### src/rtl/pmp_guard_pkg.sv
package pmp_guard_pkg;

    // access classes as seen on acc_kind
    typedef enum logic [1:0] {
        KIND_FETCH = 2'b00,
        KIND_LOAD  = 2'b01,
        KIND_STORE = 2'b10,
        KIND_AMO   = 2'b11
    } acc_kind_e;

    localparam logic [1:0] MODE_OFF   = 2'b00;
    localparam logic [1:0] MODE_NAPOT = 2'b11;

    localparam logic [1:0] CAUSE_FETCH = 2'b00;
    localparam logic [1:0] CAUSE_LOAD  = 2'b01;
    localparam logic [1:0] CAUSE_STORE = 2'b10;

    // one configuration byte, MSB first
    typedef struct packed {
        logic       lock;
        logic [1:0] rsvd;
        logic [1:0] mode;
        logic       x;
        logic       w;
        logic       r;
    } pmp_cfg_t;

    // turn a raw written byte into a storable configuration
    function automatic pmp_cfg_t cfg_legalise(input logic [7:0] raw);
        pmp_cfg_t c;
        c      = pmp_cfg_t'(raw);
        c.rsvd = 2'b00;
        c.w    = raw[1] & raw[0];
        c.mode = (raw[4:3] == MODE_NAPOT) ? MODE_NAPOT : MODE_OFF;
        return c;
    endfunction

endpackage

### src/rtl/pmp_entry_bank.sv
module pmp_entry_bank
    import pmp_guard_pkg::*;
#(
    parameter int N     = 4,
    parameter int AW    = 32,
    parameter int IDX_W = 2
) (
    input  logic                     clk,
    input  logic                     rst_n,
    input  logic                     cfg_wr_en,
    input  logic [IDX_W-1:0]         cfg_wr_idx,
    input  logic [7:0]               cfg_wr_data,
    input  logic                     addr_wr_en,
    input  logic [IDX_W-1:0]         addr_wr_idx,
    input  logic [AW-1:0]            addr_wr_data,
    output pmp_cfg_t [N-1:0]         cfg_o,
    output logic [N-1:0][AW-1:0]     addr_o
);

    typedef struct packed {
        pmp_cfg_t [N-1:0]     cfg;
        logic [N-1:0][AW-1:0] addr;
    } bank_t;

    bank_t st_d, st_q;

    always_comb begin
        st_d = st_q;
        for (int i = 0; i < N; i++) begin
            // a lock seen in the current state blocks both writes
            if (cfg_wr_en && (cfg_wr_idx == IDX_W'(i)) && !st_q.cfg[i].lock)
                st_d.cfg[i] = cfg_legalise(cfg_wr_data);
            if (addr_wr_en && (addr_wr_idx == IDX_W'(i)) && !st_q.cfg[i].lock)
                st_d.addr[i] = addr_wr_data;
        end
    end

    always_ff @(posedge clk) begin
        if (!rst_n) st_q <= '0;
        else        st_q <= st_d;
    end

    assign cfg_o  = st_q.cfg;
    assign addr_o = st_q.addr;

    for (genvar g = 0; g < N; g++) begin : g_chk
        AST_NO_WRITE_ONLY: assert property (@(posedge clk) disable iff (!rst_n)
            !(st_q.cfg[g].w && !st_q.cfg[g].r));
        AST_MODE_LEGAL: assert property (@(posedge clk) disable iff (!rst_n)
            (st_q.cfg[g].mode == MODE_OFF) || (st_q.cfg[g].mode == MODE_NAPOT));
        AST_LOCK_FROZEN: assert property (@(posedge clk) disable iff (!rst_n)
            st_q.cfg[g].lock |=> ($stable(st_q.cfg[g]) && $stable(st_q.addr[g])));
    end

endmodule

### src/rtl/pmp_napot_match.sv
module pmp_napot_match
    import pmp_guard_pkg::*;
#(
    parameter int AW = 32
) (
    input  pmp_cfg_t      cfg_i,
    input  logic [AW-1:0] addr_i,
    input  logic [AW-1:0] word_i,
    output logic          hit_o
);

    logic [AW-1:0] low_run;
    logic [AW-1:0] care;
    logic          reserved;

    always_comb begin
        // k trailing ones plus the zero above them mark the ignored bits
        low_run  = addr_i ^ (addr_i + AW'(1));
        care     = ~low_run;
        reserved = &addr_i;
        hit_o    = (cfg_i.mode == MODE_NAPOT) && !reserved
                   && (((word_i ^ addr_i) & care) == '0);
    end

endmodule

### src/rtl/pmp_prio_resolve.sv
module pmp_prio_resolve
    import pmp_guard_pkg::*;
#(
    parameter int N = 4
) (
    input  logic [N-1:0]     hit_i,
    input  pmp_cfg_t [N-1:0] cfg_i,
    input  acc_kind_e        kind_i,
    input  logic             mach_i,
    output logic             fault_o,
    output logic [1:0]       cause_o
);

    logic found;
    logic allow;

    always_comb begin
        found = 1'b0;
        allow = mach_i;
        for (int i = 0; i < N; i++) begin
            if (!found && hit_i[i]) begin
                found = 1'b1;
                if (mach_i && !cfg_i[i].lock) begin
                    allow = 1'b1;
                end else begin
                    case (kind_i)
                        KIND_FETCH: allow = cfg_i[i].x;
                        KIND_LOAD:  allow = cfg_i[i].r;
                        default:    allow = cfg_i[i].w;
                    endcase
                end
            end
        end
        fault_o = !allow;
        if (!allow) begin
            case (kind_i)
                KIND_FETCH: cause_o = CAUSE_FETCH;
                KIND_LOAD:  cause_o = CAUSE_LOAD;
                default:    cause_o = CAUSE_STORE;
            endcase
        end else begin
            cause_o = CAUSE_FETCH;
        end
    end

endmodule

### src/rtl/pmp_guard.sv
module pmp_guard
    import pmp_guard_pkg::*;
#(
    parameter int  N       = 4,
    parameter int  PADDR_W = 34,
    localparam int IDX_W   = (N > 1) ? $clog2(N) : 1,
    localparam int AW      = PADDR_W - 2
) (
    input  logic               clk,
    input  logic               rst_n,
    input  logic               cfg_wr_en,
    input  logic [IDX_W-1:0]   cfg_wr_idx,
    input  logic [7:0]         cfg_wr_data,
    input  logic               addr_wr_en,
    input  logic [IDX_W-1:0]   addr_wr_idx,
    input  logic [AW-1:0]      addr_wr_data,
    input  logic [PADDR_W-1:0] acc_addr,
    input  logic [1:0]         acc_kind,
    input  logic               acc_mach,
    output logic               fault,
    output logic [1:0]         fault_cause
);

    pmp_cfg_t [N-1:0]     bank_cfg;
    logic [N-1:0][AW-1:0] bank_addr;
    logic [N-1:0]         hit;
    logic [AW-1:0]        acc_word;
    acc_kind_e            kind;

    assign acc_word = acc_addr[PADDR_W-1:2];
    assign kind     = acc_kind_e'(acc_kind);

    pmp_entry_bank #(.N(N), .AW(AW), .IDX_W(IDX_W)) u_bank (
        .clk          (clk),
        .rst_n        (rst_n),
        .cfg_wr_en    (cfg_wr_en),
        .cfg_wr_idx   (cfg_wr_idx),
        .cfg_wr_data  (cfg_wr_data),
        .addr_wr_en   (addr_wr_en),
        .addr_wr_idx  (addr_wr_idx),
        .addr_wr_data (addr_wr_data),
        .cfg_o        (bank_cfg),
        .addr_o       (bank_addr)
    );

    for (genvar g = 0; g < N; g++) begin : g_match
        pmp_napot_match #(.AW(AW)) u_match (
            .cfg_i  (bank_cfg[g]),
            .addr_i (bank_addr[g]),
            .word_i (acc_word),
            .hit_o  (hit[g])
        );

        AST_RESERVED_NO_HIT: assert property (@(posedge clk) disable iff (!rst_n)
            (&bank_addr[g]) |-> !hit[g]);
    end

    pmp_prio_resolve #(.N(N)) u_resolve (
        .hit_i   (hit),
        .cfg_i   (bank_cfg),
        .kind_i  (kind),
        .mach_i  (acc_mach),
        .fault_o (fault),
        .cause_o (fault_cause)
    );

    AST_CAUSE_QUIET: assert property (@(posedge clk) disable iff (!rst_n)
        !fault |-> (fault_cause == CAUSE_FETCH));
    AST_CAUSE_CLASS: assert property (@(posedge clk) disable iff (!rst_n)
        fault |-> (fault_cause == (acc_kind[1] ? CAUSE_STORE : acc_kind)));
    AST_NO_MATCH_MACH: assert property (@(posedge clk) disable iff (!rst_n)
        ((hit == '0) && acc_mach) |-> !fault);
    AST_NO_MATCH_USER: assert property (@(posedge clk) disable iff (!rst_n)
        ((hit == '0) && !acc_mach) |-> fault);

endmodule

### config.mk
export PLATFORM = sky130hd
export DESIGN_NAME = pmp_guard
export DESIGN_NICKNAME = d
export VERILOG_FILES = /design/src/rtl/pmp_guard_pkg.sv /design/src/rtl/pmp_entry_bank.sv /design/src/rtl/pmp_napot_match.sv /design/src/rtl/pmp_prio_resolve.sv /design/src/rtl/pmp_guard.sv
export SDC_FILE = /design/constraint.sdc
export NUM_CORES = 1
export LEC_CHECK = 0
export CAP_MARGIN = 20
export CORE_UTILIZATION = 55
export CTS_CLUSTER_SIZE = 40
export DETAILED_ROUTE_END_ITERATION = 7
export PLACE_DENSITY = 0.76
export SLEW_MARGIN = 20
export SYNTH_ARGS = -nofsm -noshare
export SYNTH_HDL_FRONTEND = slang
export SYNTH_SLANG_ARGS = --single-unit
### constraint.sdc
create_clock -name clk -period 6.66 [get_ports clk]
set_clock_uncertainty 0.15 [all_clocks]
set_input_delay 0.666 -clock clk [delete_from_list [all_inputs] [get_ports clk]]
set_output_delay 0.666 -clock clk [all_outputs]
set_load 0.005 [all_outputs]
==> flow_summary.ini <==
[logic_synthesis]
async_flop_share_pct = 0
synth_edf_count = 0
ys_types = 68
synth.avg_cell_area_um2 = 7.70
ys_seq_area_share_pct = 33.0
synth_ff_type = dfxtp_1
yosys_warnings = 0
synth_area_leader_cell = dfxtp_1
postSynthCellCount = 1167
synth_top_area_share_pct = 33.0
yosys-top-cells-area = dfxtp_1 (33%), nand2_1 (13%), a21boi_0 (11%)
ys_ff_latch = 148
synth_nets = 1256
syn-cell-area_um2 = 8990

[timing]
slew_headroom_pct = 25.9
setup_violations = 0
fin_crit_sh_pct = 78.8
rsz0062_at_grt = no
slew_violations = 0
final_hold_viol_count = 0
tns_ns = 0
clock.fmax_ghz = 0.190
worst_pin_slew_ns = 1.11
layout_min_cycle_time_ns = 5.25

[clock_network]
postCtsSetupBuffers = 0
clock_latency_ns = 0.43
cts_sinks = 148
cts_buffers = 17
cts_buffer_depth = 2
h-tree-depth = 4
path_clk_slew_ns = 0.06
cts-root-buf = clkbuf_16
cts_tree = yes
cts-hold-fix-buffers = 0
ctsResizeCount = 0

[global_route]
overflow = 0
track_usage_pct = 35.4
grt_max_degree = 83
grt_pass1_wl_um = 44600
antenna_found_initial = 0
grt_pass1_vias = 8030

[die]
start_util_pct = 56.4
die_y_um = 130
dieArea_um2 = 16900
ios = 88
rows = 46
core_um2 = 15900
dieWidth_um = 130

[critical_path]
reg2reg_slack_ns = 4.51
crit_path_max_fanout = 6
r2r-start = u_bank.cfg_o[31]$_SDFFE_PN0P_
arrival_ns = 4.43
start_kind = flop
endpoint_kind = primary output
r2r-end = u_bank.addr_o[109]$_SDFFE_PN0P_
ff2ff_path_depth = 4
path_class = reg2out
crit_required_ns = 5.84

[flow_run]
cap_viol_max_count = 0

[min_path]
min-delay-start = u_bank.addr_o[60]$_SDFFE_PN0P_
worstHoldPathCells = 2
hp-class = reg2reg
min_to = u_bank.addr_o[60]$_SDFFE_PN0P_

[route]
postRouteAntennaNets = 0
wl_per_cell_um = 20.1
viasPerCell = 6.07
drt_wl_total_um = 28800
vias = 8697
drtPass1Iterations = 5
drc = 0
drtIter0Drc = 841

[placed_design]
hpwl_um = 21100
port_buffers = 82
place_area_um2 = 9900
routabilityCongestion = 0.962
dp_cells = 1402

[final_layout]
final_area_um2 = 10500
diodes = 0
fill_cells = 1442
multi_input_area_um2 = 5710
area_delta_synth_final_pct = 16.5
stdcell_count = 1432
drive_above_1_share_pct = 5.76
regArea_um2 = 2960
nets = 1294

[pwr]
leakagePower_nw = 3.45
p_per_area_nw_per_um2 = 211
ir_drop_mv = 0.182

[run_status]
status = completed
## worst max-delay path: stages, from the launching register on
cell and delay, ns:
dfxtp_1 0.41, ha_1 0.26, nand4_1 0.31, nor2_1 0.58
a41oi_1 0.34, a2111oi_0 0.36, nand4b_1 0.27, o31ai_1 0.31
o211ai_1 0.18, a2111oi_2 0.40, clkdlybuf4s50_1 0.57
## area by class of cell
type / count / share of cell area [%]
Clock buffer: 18 / 4.19
Clock inverter: 12 / 1.25
Inverter: 18 / 0.645
Multi-Input combinational cell: 928 / 54.5
Sequential cell: 148 / 28.3
Tap cell: 216 / 2.58
Timing Repair Buffer: 92 / 8.53
## metal layers
layer / global-route usage, % / share of wire (%) / wire length (um) / up-vias
met3: 8.08 / 7.9 / 2270 / 69
li1: - / - / - / 4146
met5: 0 / 0 / 0 / -
met1: 45.6 / 43 / 12400 / 4106
met2: 57.0 / 46 / 13200 / 376
met4: 15.0 / 3.6 / 1050 / 0
## cell usage in the layout (no fill, tap or decap), types with 19 or more instances in the layout
master           count
xnor2_1             65
o21ai_0             26
mux2i_1             22
a21boi_0           128
nor2_1              38
nor2b_1             19
nand4_1             26
nand3_1             32
clkdlybuf4s50_1     81
nand2_1            317
xor2_1              42
a21oi_1             25
dfxtp_1            148
## stage by stage
step                hold WS (ns)  power [mW]  utilization, %  setup WS [ns]
global route               0.356        2.28            65.7           1.19
detailed placement         0.326        1.26            62.1           1.65
CTS                        0.334        2.21            65.7           1.46
global placement           0.321        1.26            62.0           1.64
floorplan                  0.306        1.13               -           3.19
finish                     0.334        2.21            65.7           1.41
## cell families (layout without fill, tap and decap cells)
group	after synthesis	in the layout	synth area share [%]
buffers and inverters	91	140	3.87
DFF	148	148	33.0
muxes	23	23	2.58
adders and majority gates	4	4	0.557
AOI/OAI and AO/OA	267	267	21.4
and+or+nand+nor	527	527	28.2
xor gates and xnor gates	107	107	10.4
## registers in the layout, summed over array words and instances (netlist names)
name / cells
u_bank.addr_o: 128
u_bank.cfg_o: 20
## report_power, final
group          total [mW]  internal, mW  switching (mW)
sequential          0.954         0.915          0.0397
combinational       0.298         0.134           0.164
clock               0.958         0.557           0.400
## synthesized netlist by cell type (14+ instances only)
master	number
nor2b_1	19
nor2_1	38
nor3_1	14
a31oi_1	14
mux2i_1	22
o21ai_0	26
clkbuf_1	68
xnor2_1	65
nand3_1	32
inv_1	18
nand2_1	317
a21boi_0	128
nand4_1	26
dfxtp_1	148
xor2_1	42
a21oi_1	25
## worst max path at each step
| stage | endpoint | start | cells after the start | slack [ns] |
|---|---|---|---|---|
| 2_1_floorplan | fault_cause[0] | acc_addr[10] | 9 | 3.19 |
| 3_3_place_gp | fault_cause[0] | acc_addr[6] | 10 | 1.64 |
| 3_5_place_dp | fault_cause[0] | acc_addr[6] | 10 | 1.65 |
| 4_1_cts | fault_cause[0] | u_bank.addr_o[98]$_SDFFE_PN0P_ | 9 | 1.46 |
| 5_1_grt | fault_cause[0] | u_bank.addr_o[98]$_SDFFE_PN0P_ | 9 | 1.19 |
| 6_report | fault_cause[0] | u_bank.addr_o[97]$_SDFFE_PN0P_ | 10 | 1.41 |
Note: power is estimated with default switching activity, not from simulation.
